<file path="src/rtl/prd_pkg.sv">
package prd_pkg;
  localparam int FLAG_W   = 8;
  localparam int BIT_SUM  = 7;
  localparam int BIT_PER  = 6;
  localparam int BIT_ALM  = 5;
  localparam int BIT_UPD  = 4;
  localparam int DIVCTL_W = 3;
  localparam int NSRC     = 3;
  // source vector order: {periodic, alarm, update}
  localparam int SRC_PER  = 2;
  localparam int SRC_ALM  = 1;
  localparam int SRC_UPD  = 0;

  // divider reset codes hold the rate counter
  function automatic logic divider_held(input logic [DIVCTL_W-1:0] ctl);
    return (ctl == 3'd6) || (ctl == 3'd7);
  endfunction

  function automatic logic summary_of(input logic [NSRC-1:0] f, input logic [NSRC-1:0] en);
    return |(f & en);
  endfunction

  function automatic logic [FLAG_W-1:0] pack_flags(input logic sum, input logic [NSRC-1:0] f);
    return {sum, f, {(FLAG_W-1-NSRC){1'b0}}};
  endfunction
endpackage

</file>
<file path="src/rtl/prd_divider.sv">
module prd_divider #(
  parameter int CNT_W  = 15,
  parameter int CODE_W = 4
) (
  input  logic                          clk,
  input  logic                          rst_n,
  input  logic                          tick_en,
  input  logic [prd_pkg::DIVCTL_W-1:0]  div_ctl,
  input  logic [CODE_W-1:0]             rate_code,
  output logic                          rate_evt,
  output logic                          held
);
  localparam logic [CNT_W-1:0] ONE  = CNT_W'(1);
  localparam logic [CNT_W-1:0] ONES = {CNT_W{1'b1}};

  logic [CNT_W-1:0] cnt_q;

  // event when the low `code` bits of the counter are all ones
  function automatic logic rate_match(input logic [CNT_W-1:0] c, input logic [CODE_W-1:0] code);
    logic [CNT_W-1:0] m;
    m = ~(ONES << code);
    return (code != '0) && ((c & m) == m);
  endfunction

  assign held     = prd_pkg::divider_held(div_ctl);
  assign rate_evt = tick_en && !held && rate_match(cnt_q, rate_code);

  always_ff @(posedge clk or negedge rst_n) begin
    if (!rst_n)       cnt_q <= '0;
    else if (held)    cnt_q <= '0;
    else if (tick_en) cnt_q <= cnt_q + ONE;
  end

  assert_hold_zero_R4: assert property (@(posedge clk) disable iff (!rst_n)
    held |=> (cnt_q == '0));
  assert_hold_quiet_R4: assert property (@(posedge clk) disable iff (!rst_n)
    held |-> !rate_evt);
  assert_code_off_R3: assert property (@(posedge clk) disable iff (!rst_n)
    (rate_code == '0) |-> !rate_evt);
  assert_need_tick_R2: assert property (@(posedge clk) disable iff (!rst_n)
    !tick_en |-> !rate_evt);
endmodule

</file>
<file path="src/rtl/prd_sqwave.sv">
module prd_sqwave (
  input  logic clk,
  input  logic rst_n,
  input  logic rate_evt,
  input  logic sqw_en,
  input  logic rate_on,
  output logic sqw
);
  logic sq_q;

  always_ff @(posedge clk or negedge rst_n) begin
    if (!rst_n)                  sq_q <= 1'b0;
    else if (!sqw_en || !rate_on) sq_q <= 1'b0;
    else if (rate_evt)           sq_q <= ~sq_q;
  end

  assign sqw = sq_q;

  assert_sqw_off_R10: assert property (@(posedge clk) disable iff (!rst_n)
    !sqw_en |=> !sqw);
  assert_sqw_toggle_R10: assert property (@(posedge clk) disable iff (!rst_n)
    (sqw_en && rate_on && rate_evt) |=> (sqw != $past(sqw)));
endmodule

</file>
<file path="src/rtl/prd_flag_bank.sv">
module prd_flag_bank (
  input  logic                         clk,
  input  logic                         rst_n,
  input  logic [prd_pkg::NSRC-1:0]     evt,
  input  logic [prd_pkg::NSRC-1:0]     en,
  input  logic                         rd,
  output logic [prd_pkg::FLAG_W-1:0]   flags,
  output logic                         irq
);
  import prd_pkg::*;

  logic [NSRC-1:0] f_q, f_d;
  logic            sum;

  // a read clears the held flags; events in the read cycle survive
  always_comb f_d = (rd ? '0 : f_q) | evt;

  always_ff @(posedge clk or negedge rst_n) begin
    if (!rst_n) f_q <= '0;
    else        f_q <= f_d;
  end

  assign sum   = summary_of(f_q, en);
  assign flags = pack_flags(sum, f_q);
  assign irq   = sum;

  assert_per_sets_R5: assert property (@(posedge clk) disable iff (!rst_n)
    evt[SRC_PER] |=> flags[BIT_PER]);
  assert_alm_sets_R6: assert property (@(posedge clk) disable iff (!rst_n)
    evt[SRC_ALM] |=> flags[BIT_ALM]);
  assert_upd_sets_R6: assert property (@(posedge clk) disable iff (!rst_n)
    evt[SRC_UPD] |=> flags[BIT_UPD]);
  assert_rd_clear_R7: assert property (@(posedge clk) disable iff (!rst_n)
    (rd && (evt == '0)) |=> (flags[BIT_PER:BIT_UPD] == '0));
  assert_low_zero_R6: assert property (@(posedge clk) disable iff (!rst_n)
    flags[BIT_UPD-1:0] == '0);
endmodule

</file>
<file path="src/rtl/prd_rate_irq_unit.sv">
module prd_rate_irq_unit #(
  parameter int CNT_W  = 15,
  parameter int CODE_W = 4
) (
  input  logic              clk,
  input  logic              rst_n,
  input  logic              tick_en,
  input  logic [2:0]        div_ctl,
  input  logic [CODE_W-1:0] rate_code,
  input  logic              per_ie,
  input  logic              alm_ie,
  input  logic              upd_ie,
  input  logic              sqw_en,
  input  logic              alarm_evt,
  input  logic              update_evt,
  input  logic              flag_rd,
  output logic [7:0]        flags,
  output logic              irq,
  output logic              sqw
);
  import prd_pkg::*;

  logic            rate_evt;
  logic            div_held;
  logic            rate_on;
  logic [NSRC-1:0] src_evt;
  logic [NSRC-1:0] src_en;

  assign rate_on = (rate_code != '0);
  assign src_evt = {rate_evt, alarm_evt, update_evt};
  assign src_en  = {per_ie, alm_ie, upd_ie};

  prd_divider #(.CNT_W(CNT_W), .CODE_W(CODE_W)) u_div (
    .clk(clk), .rst_n(rst_n), .tick_en(tick_en), .div_ctl(div_ctl),
    .rate_code(rate_code), .rate_evt(rate_evt), .held(div_held)
  );

  prd_sqwave u_sqw (
    .clk(clk), .rst_n(rst_n), .rate_evt(rate_evt), .sqw_en(sqw_en),
    .rate_on(rate_on), .sqw(sqw)
  );

  prd_flag_bank u_flg (
    .clk(clk), .rst_n(rst_n), .evt(src_evt), .en(src_en), .rd(flag_rd),
    .flags(flags), .irq(irq)
  );

  assert_summary_R8: assert property (@(posedge clk) disable iff (!rst_n)
    ((flags[BIT_PER:BIT_UPD] & src_en) == '0) |-> !irq);
  assert_irq_src_R9: assert property (@(posedge clk) disable iff (!rst_n)
    irq |-> (flags[BIT_PER:BIT_UPD] != '0));
  assert_held_noflag_R4: assert property (@(posedge clk) disable iff (!rst_n)
    (div_held && !alarm_evt && !update_evt && flag_rd) |=> (flags[BIT_PER:BIT_UPD] == '0));
endmodule

</file>
<file path="config.mk">
export PLATFORM = sky130hd
export DESIGN_NAME = prd_rate_irq_unit
export DESIGN_NICKNAME = d
export VERILOG_FILES = /design/src/rtl/prd_pkg.sv /design/src/rtl/prd_divider.sv /design/src/rtl/prd_sqwave.sv /design/src/rtl/prd_flag_bank.sv /design/src/rtl/prd_rate_irq_unit.sv
export SDC_FILE = /design/constraint.sdc
export NUM_CORES = 1
export LEC_CHECK = 0
export BUFFER_PORTS_ARGS = -buffer_cell sky130_fd_sc_hd__buf_2
export CAP_MARGIN = 20
export CELL_PAD_IN_SITES_DETAIL_PLACEMENT = 0
export CELL_PAD_IN_SITES_GLOBAL_PLACEMENT = 1
export CORE_UTILIZATION = 39
export DETAILED_ROUTE_END_ITERATION = 8
export PLACE_DENSITY_LB_ADDON = 0.1
export REMOVE_ABC_BUFFERS = 1
export SKIP_CTS_REPAIR_TIMING = 1
export SKIP_LAST_GASP = 1
export SLEW_MARGIN = 25
export SYNTH_ARGS = -nofsm -noshare
export SYNTH_HDL_FRONTEND = slang
export SYNTH_SLANG_ARGS = --single-unit
</file>
<file path="constraint.sdc">
create_clock -name clk -period 1.5 [get_ports clk]
set_input_delay 0.375 -clock clk [delete_from_list [all_inputs] [get_ports clk]]
set_output_delay 0.375 -clock clk [all_outputs]
set_load 0.02 [all_outputs]
</file>
==> flow_summary.yaml <==
run_status:
  run_status: "finished with violations"
  failed_checks: "hold timing, setup timing"
critical_path:
  worst-path-max-fanout: 3
  critical_path_required_ns: 1.12
  reg2reg_slack_ns: 0.09
  worstReg2RegEnd: "u_sqw.sqw"
  crit_path_start_kind: "flop"
  end_kind: "output pin"
  r2r_start: "u_div.cnt_q[0]"
  timing_worst_setup_path_type: "reg -> out"
  worstPathArrival_ns: 1.26
  worstRegToRegCells: 6
drt:
  detailedRoute.firstPassIterationCount: 4
  initialDrtViolationCount: 7
  wl_per_cell_um: 12.61
  drc: 0
  route.top_layer_used: "met4"
  drt-met1-wl_um: 1119
  wl_met2_um: 1118
  antenna_violating_nets_post_route: 0
  total_vias_in_the_final_route: 950
  drt-total-wl_um: 2359
  dr_wl_met3_um: 93
  post_drt_via_cell_ratio: 5.080
cts:
  insertion_delay_ns: 0.29
  cts_tree: "done"
  cts_made_buffers: 3
  path_clk_slew_ns: 0.11
  clock_sink_count: 19
  clock_tree.buffer_depth: 2
  htree_num_levels: 1
  cts-root-buf: "clkbuf_4"
finish:
  drive_gt1_frac: 0.3439
  finish.cell_count_without_fillers: 187
  insertedDiodeCount: 0
  design.final.nets: 176
  syn_to_final_growth_pct: 29.79
  utilization: 0.5541
timing:
  rsz0062_at_grt: "true"
  finalSetupViolCount: 2
  holdWs_ns: -0.005315
  setup_total_negative_slack_ns: -0.2727
  timing.final.crit_period_ns: 1.637
  worst_setup_margin_ns: -0.1365
  min_period_over_period: 1.091
  timing.fmax_mhz: 611.0
  finClkSkew_ns: 0.008344
  final_hold_violation_count: 4
  timing.final.max_slew_violations: 0
placement:
  hpwlAfterDp_um: 1792
  place_inst: 181
  place_congestion: 0.9003
  detailedPlace.worstSlack_ns: -0.1520
  port_buffers: 21
worst_hold_path:
  hold_removal_path_class: "in -> async"
synth:
  ys_async_sr_fraction: 1.000
  synthFlopType: "dfrtp_1"
  synth.yosys.seq_area_share: 0.4338
  library_cells_used_by_synthesis: 35
  synth_area_per_inst_sq_um: 9.211
  yosysWarnings: 0
  synth_edf_count: 0
  ys_seq_elements: 19
  synth_cells: 119
  synthesis.area_sq_um: 1096
power_and_ir_drop:
  power_leakage_nw: 0.6901
  pwr_density_cell_nw_per_um2: 820.4
  ir_drop_mv: 0.6496
job:
  cap_viol_max_count: 0
floorplan:
  die_footprint_sq_um: 3027
  die_width_um: 55.02
  initial_utilization: 0.4269
  rows: 18
  design.core.area_sq_um: 2567
  io_pins: 27
  die_h_um: 55.02
global_routing:
  grt_start_max_net_pins: 20
  grt-ovfl-total: 0
  global_route.usage.total: 0.1681
  number_of_global_route_vias_before_repair: 839
  grt_first_pass_wirelength_um: 3512
  number_of_antenna_violations_at_the_first_check_in_global_routing: 0
## routing by layer
metal / GRT usage / vias up
li1: - / 475
met1: 0.2098 / 449
met2: 0.2751 / 22
met3: 0.03279 / 4
met4: 0.08333 / 0
met5: 0 / -
## layout by cell type, fill, tap and decap left out, types with 2 or more instances in the layout
master	count
a21o_1	3
a21oi_1	7
buf_2	21
buf_4	16
clkbuf_4	3
conb_1	4
dfrtp_1	16
dfrtp_2	3
inv_1	5
mux2i_1	2
nand2_1	10
nand3_1	3
nand4_1	3
nor2_1	17
nor4_4	2
o211ai_1	2
o21ai_0	7
or3_1	2
xnor2_1	2
xor2_1	9
## power by group
group	internal (mW)	leakage [nW]	switching [mW]	total, mW
registers	0.552	0.251	0.0577	0.610
logic	0.150	0.424	0.153	0.302
clock network	0.103	0.0150	0.152	0.255
## critical path, cell delays in order (launching register included)
cell	delay [ns]
dfrtp_1	0.42
a222oi_1	0.31
inv_1	0.08
buf_2	0.16
## state kept, by name (all words and copies together), names as in the netlist
name / count
u_div.cnt_q: 15
u_flg.f_q: 3
u_sqw.sqw: 1
## stage by stage
stage               total power, mW  area, sq um
global route                  1.244         1423
global placement             0.8606         1333
detailed placement           0.8659         1333
floorplan                    0.7275         1057
finish                        1.167         1423
CTS                           1.126         1359
## cells in the mapped netlist (2+ instances only)
library cell,count,area share
a21o_1,3,0.021
a21oi_1,7,0.032
buf_4,5,0.034
clkbuf_1,2,0.0069
dfrtp_1,19,0.43
inv_1,5,0.017
mux2i_1,2,0.018
nand2_1,10,0.034
nand3_1,4,0.018
nand4_1,3,0.017
nor2_1,17,0.058
o211ai_1,2,0.014
o21ai_0,7,0.032
or3_1,2,0.011
xnor2_1,3,0.024
xor2_1,9,0.072
## kinds of logic (layout without fill, tap and decap cells)
logic type / count (synthesis) / in the layout / synth area share
AO/OA/AOI/OAI: 23 / 23 / 0.1290
XOR/XNOR: 12 / 12 / 0.09590
adder cells (fa/ha/maj): 1 / 1 / 0.01141
buffers and inverters: 13 / 48 / 0.06279
flip-flops: 19 / 19 / 0.4338
multiplexers: 2 / 2 / 0.01827
other: 1 / 4 / 0.003421
AND/OR/NAND/NOR: 48 / 48 / 0.2454
## layout make-up
class,count,area (sq um)
inverters,5,18.77
well taps,30,37.54
clock buffers,4,26.28
repair buffers,39,256.5
flip-flops and latches,19,479.2
fillers,249,1145
multi-input cells,90,604.3
## worst max path at each step
stage                            start        end  slack (ns)  cells past startpoint
after floorplan             div_ctl[2]  u_sqw.sqw        0.06                      5
after global placement    rate_code[2]  u_sqw.sqw       -0.12                      7
after detailed placement  rate_code[2]  u_sqw.sqw       -0.15                      7
after CTS                 u_flg.f_q[0]   flags[7]       -0.18                      3
after global routing      u_flg.f_q[0]        irq       -0.25                      3
final                     u_flg.f_q[0]        irq       -0.14                      3
(Power assumes the default switching activity.)
